### src/rtl/rtc_irq_router.sv
module rtc_irq_router #(
  parameter int DW = 8
) (
  input  logic          clk,
  input  logic          rst_n,
  input  logic          alarm1_match,
  input  logic          alarm2_match,
  input  logic          sq_tick,
  input  logic          reg_we,
  input  logic          reg_addr,
  input  logic [DW-1:0] reg_wdata,
  output logic [DW-1:0] reg_rdata,
  output logic          int_a_n,
  output logic          sqw_intb_n
);
  localparam int PAD_W = DW - 3;

  logic mode, en2, en1;
  logic flag2, flag1;
  logic wave, tick_q;

  wire ctrl_wr = reg_we && !reg_addr;
  wire stat_wr = reg_we && reg_addr;
  wire rise    = sq_tick && !tick_q;
  wire unused_wdata = ^reg_wdata[DW-1:3];

  always_ff @(posedge clk or negedge rst_n) begin
    if (!rst_n) begin
      mode <= 1'b0;
      en2  <= 1'b0;
      en1  <= 1'b0;
    end else if (ctrl_wr) begin
      mode <= reg_wdata[2];
      en2  <= reg_wdata[1];
      en1  <= reg_wdata[0];
    end
  end

  always_ff @(posedge clk or negedge rst_n) begin
    if (!rst_n) begin
      flag1 <= 1'b0;
      flag2 <= 1'b0;
    end else begin
      flag1 <= alarm1_match | (flag1 & ~(stat_wr & ~reg_wdata[0]));
      flag2 <= alarm2_match | (flag2 & ~(stat_wr & ~reg_wdata[1]));
    end
  end

  always_ff @(posedge clk or negedge rst_n) begin
    if (!rst_n) begin
      tick_q <= 1'b0;
      wave   <= 1'b1;
    end else begin
      tick_q <= sq_tick;
      if (rise) wave <= ~wave;
    end
  end

  wire req1 = flag1 & en1;
  wire req2 = flag2 & en2;

  assign int_a_n    = ~(req1 | (~mode & req2));
  assign sqw_intb_n = mode ? ~req2 : wave;
  assign reg_rdata  = reg_addr ? {{(PAD_W + 1){1'b0}}, flag2, flag1}
                               : {{PAD_W{1'b0}}, mode, en2, en1};

  assert_flag_set_R2: assert property (@(posedge clk) disable iff (!rst_n)
    alarm1_match |=> flag1);
  assert_flag_sticky_R3: assert property (@(posedge clk) disable iff (!rst_n)
    (flag2 && !(reg_we && reg_addr && !reg_wdata[1])) |=> flag2);
  assert_set_wins_R4: assert property (@(posedge clk) disable iff (!rst_n)
    (alarm1_match && reg_we && reg_addr && !reg_wdata[0]) |=> flag1);
  assert_split_b_idle_R5: assert property (@(posedge clk) disable iff (!rst_n)
    (mode && !en2) |-> sqw_intb_n);
  assert_wave_toggle_R7: assert property (@(posedge clk) disable iff (!rst_n)
    (sq_tick && !tick_q) |=> !$stable(wave));
  assert_wave_hold_R7: assert property (@(posedge clk) disable iff (!rst_n)
    !(sq_tick && !tick_q) |=> $stable(wave));
  assert_disabled_quiet_R8: assert property (@(posedge clk) disable iff (!rst_n)
    (!en1 && !en2) |-> int_a_n);
endmodule

### config.mk
export PLATFORM = sky130hd
export DESIGN_NAME = rtc_irq_router
export DESIGN_NICKNAME = d
export VERILOG_FILES = /design/src/rtl/rtc_irq_router.sv
export SDC_FILE = /design/constraint.sdc
export NUM_CORES = 1
export LEC_CHECK = 0
export ABC_AREA = 1
export CORE_MARGIN = 2
export CORE_UTILIZATION = 25
export CTS_CLUSTER_DIAMETER = 40
export DETAILED_ROUTE_END_ITERATION = 10
export GPL_TIMING_DRIVEN = 0
export PLACE_DENSITY_LB_ADDON = 0.15
export SYNTH_ARGS = -nofsm -noshare
export SYNTH_HDL_FRONTEND = slang
export SYNTH_SLANG_ARGS = --single-unit
export TNS_END_PERCENT = 20
### constraint.sdc
create_clock -name clk -period 0.9 [get_ports clk]
set_input_delay 0.135 -clock clk [delete_from_list [all_inputs] [get_ports clk]]
set_output_delay 0.135 -clock clk [all_outputs]
set_load 0.03 [all_outputs]
After elaboration in Yosys (flattened, before gate mapping)
Index checks and enable logic that the tools add are counted.
{"block": "word_totals", "regBits": 7, "latch_bits": 0, "mem_bits_rw": 0, "mem_bits_ro": 0, "input_bits": 15, "elab_cells": 32, "n_memories": 0}
{"block": "op_classes", "n_addsub": 0, "mul": 0, "div": 0, "order_cmp": 0, "eq_ne": 0, "shift": 0, "muxes": 2, "n_bitwise": 18, "reduce_logical": 5}
{"op": "NOT 1 bit", "count": 8}
{"op": "bitwise AND 1 bit", "count": 7}
{"op": "logical AND 1 bit", "count": 3}
{"op": "2-to-1 mux 3 bit", "count": 1}
{"op": "bitwise OR 1 bit", "count": 3}
{"op": "logical NOT 1 bit", "count": 2}
{"op": "2-to-1 mux 1 bit", "count": 1}

Depth between registers and ports, before layout
Gate-level depths: netlist (run 1).
{"block": "logic_depth", "depth_word": 5, "ltp_mapped": 4, "mapped_depth_nobuf": 4}

Worst setup path after synthesis (run 1)
OpenSTA, ideal clock, no wires.
{"block": "synth_path", "path_kind": "register to output", "startpoint": "register wave", "endpoint": "output port sqw_intb_n", "arrival_ns": 1.009, "required_ns": 0.765, "path_slack_ns": -0.244, "stages_incl_launch_ff": 3, "path_cell_list": "dfstp_2 -> inv_1 -> o21ai_1"}
{"block": "synth_via", "elab_chain_cells": 1}
{"item": "start: declaration", "line": "20", "source": "logic wave, tick_q;"}
{"item": "start signal: assignment", "line": "55", "source": "if (rise) wave <= ~wave;"}
{"item": "2-to-1 mux 1 bit", "line": "63", "source": "assign sqw_intb_n = mode ? ~req2 : wave;"}
{"item": "end: declaration", "line": "14", "source": "output logic sqw_intb_n"}
No other way between the ends.

Worst setup path after layout (run 1)
Ends and elaborated chain as after synthesis.

==> results of run 1 <==
==> area by class of cell <==
| type | instances | area, µm² | area share |
|---|---|---|---|
| repair buffers | 15 | 153 | 0.248 |
| flip-flops and latches | 7 | 178 | 0.289 |
| well taps | 16 | 20.0 | 0.0326 |
| clock buffers | 4 | 26.3 | 0.0428 |
| inverters | 8 | 30.0 | 0.0489 |
| multi-input cells | 35 | 170 | 0.277 |
| plain buffers | 5 | 37.5 | 0.0611 |
==> cells in the final DEF (no fill, tap or decap), types with 2 or more instances in the layout <==
| master | instances |
|---|---|
| o21ai_1 | 2 |
| clkbuf_4 | 3 |
| buf_6 | 4 |
| nand2_1 | 20 |
| dfrtp_1 | 5 |
| inv_1 | 6 |
| buf_4 | 6 |
| conb_1 | 5 |
| nand3_1 | 3 |
| clkdlybuf4s50_1 | 8 |
| inv_2 | 2 |
==> power groups by stage <==
stage	Combinational (µW)	Clock (µW)	Sequential, µW
2_1_floorplan	209	0	380
3_3_place_gp	330	0	385
3_5_place_dp	332	0	385
4_1_cts	338	299	384
5_1_grt	384	324	389
6_report	353	286	383
==> routing by layer <==
layer,GRT usage,vias to the layer above,share of wire
met1,0.116,152,0.45
met5,0,-,0
met3,0.0128,2,0.042
li1,-,191,-
met2,0.145,9,0.48
met4,0.109,0,0.025
==> kinds of logic (layout without fill, tap and decap cells) <==
logic type | after synthesis | count (layout) | share of synthesized area
other | 1 | 5 | 0.00986
buffers and inverters | 13 | 32 | 0.178
AND/OR/NAND/NOR | 26 | 26 | 0.289
AO/OA/AOI/OAI | 4 | 4 | 0.0592
flip-flops | 7 | 7 | 0.464
==> worst max-delay path, stage by stage (launching register included) <==
cell and delay (ps):
dfstp_2 530, inv_2 50, o21ai_4 110, buf_6 140
==> stage by stage <==
stage               setup slack, ps  total power (µW)  area (µm²)
finish                         -308              1020         614
global route                   -360              1100         614
CTS                            -326              1020         602
detailed placement             -847               718         569
global placement               -847               715         569
floorplan                     -53.4               589         409
==> worst min-delay path by stage <==
stage,to,start
6_report,en2,rst_n
5_1_grt,en2,rst_n
4_1_cts,flag1,rst_n
3_5_place_dp,flag1,rst_n
3_3_place_gp,flag1,rst_n
2_1_floorplan,en1,rst_n
==> timing repair <==
action | CTS | global route
setup buffers | 0 | 1
endpoints found under the setup margin | 5 | 5
gates resized for setup | 30 | 6
pin swaps | 1 | 2
==> cell usage after synthesis, drive strengths merged <==
master,count,area (µm²)
nand2,21,86.3
inv,8,30.0
dfrtp,6,150
buf,5,37.5
nand3,4,20.0
o21ai,3,15.0
conb,1,3.75
dfstp,1,26.3
nor2,1,3.75
o21a,1,7.51
==> flip-flops by register name (all words and copies together), names as in the netlist <==
signal,count
mode,1
en2,1
en1,1
tick_q,1
flag1,1
flag2,1
wave,1
==> flow_summary.yaml, run 1 <==
status:
  status: "finished with violations"
  violations: "setup timing"
clocking:
  clock-root-buffer: "clkbuf_4"
  insertion_delay_ps: 250
  numCtsBuffers: 3
  h-tree-depth: 1
  cts_tree: "done"
  postCtsHoldBufs: 0
  clkSlewWorstSetupHoldPaths_ps: 50
  clockBufferDepth: 2
  numClockSinks: 7
logic_synthesis:
  netlist_area_um2: 380
  avgSynthCellArea_um2: 7.46
  synthCells: 51
  synth.distinct_cells: 12
  yosysWarnings: 0
  ys_ff_latch: 7
  ys_seq_area_frac: 0.464
global_route:
  grt_pass1_vias: 311
  grt_pass1_wl_mm: 1.28
  grt_overflow: 0
  antenna_found_initial: 0
  grt_use_total: 0.0991
  grt_max_degree: 8
worst_setup_path:
  crit_required_ps: 760
  critPathKind: "flop to output pin"
  endpoint_kind: "output pin"
  path_max_fanout: 2
  startpoint_type: "flop"
  r2r_setup_slack_ps: 50
  worstSetupEndpoint: "sqw_intb_n"
  r2r_start: "wave"
  regToRegEndpoint: "wave"
  crit_start: "wave"
  critPathArrivalTime_ps: 1070
  worst_r2r_path_depth: 4
floorplanning:
  fp.dieW_um: 43.0
  die_area_um2: 1850
  rows: 14
  die_h_um: 43.0
  start_util: 0.259
  io_pins: 25
  core_um2: 1470
placed_design:
  hpwlAfterDp_um: 616
  place_inst: 85
  gp_congestion: 0.719
  port_buffers: 14
power_and_ir_drop:
  sw_frac_of_total: 0.328
  combPwrFrac: 0.345
  clkPwrFrac: 0.280
  power_density_nw_per_um2: 1660
  p_leak_uw: 0.000329
  p_sw_uw: 336
  seqPwrFrac: 0.375
  p_int_uw: 686
  ir_drop_mv: 0.668
sta:
  rsz0062_at_grt: "yes"
  fin_ws_ps: -308
  fin_setup_tns_ps: -1160
  fmax_mhz: 828
  hold_viol: 0
  fin_crit_sh: 1.34
  slew_violations: 0
  fin_worst_skew_ps: 0.131
  post-route-min-period_ps: 1210
  finalSetupViolations: 5
  holdWs_ps: 155
detailed_routing:
  viasPerCell: 3.93
  vias: 354
  ant_nets: 0
  drc: 0
  routedWlPerCell_um: 8.39
  drt_pass1_iterations: 4
  drt_wl_total_um: 755
  drt-initial-drc-count: 7
worst_hold_path:
  hold_class: "input pin to asynchronous set/reset pin"
final_layout:
  drive_gt1_frac: 0.297
  fillers: 172
  diodes: 0
  fin_nets: 90
  utilization: 0.418
  stdcell_count: 90
  area_delta_synth_final_pct: 61.5
run:
  max_cap_violations: 0
(Power assumes the default switching activity.)
==> inputs of run 2 (changes only) <==
--- a/config.mk
+++ b/config.mk
@@ -8,7 +8,7 @@
 export ABC_AREA = 1
 export CORE_MARGIN = 2
 export CORE_UTILIZATION = 25
-export CTS_CLUSTER_DIAMETER = 40
+export CTS_CLUSTER_DIAMETER = 100
 export DETAILED_ROUTE_END_ITERATION = 10
 export GPL_TIMING_DRIVEN = 0
 export PLACE_DENSITY_LB_ADDON = 0.15
==> results of run 2 <==
The final DEF is identical to that of run 1; final timing and power are the same.
==> inputs of run 3 (changes only) <==
--- a/config.mk
+++ b/config.mk
@@ -6,6 +6,7 @@
 export NUM_CORES = 1
 export LEC_CHECK = 0
 export ABC_AREA = 1
+export ABC_CLOCK_PERIOD_IN_PS = 900
 export CORE_MARGIN = 2
 export CORE_UTILIZATION = 25
 export CTS_CLUSTER_DIAMETER = 100
==> results of run 3 <==
The final DEF is identical to that of run 1; final timing and power are the same.
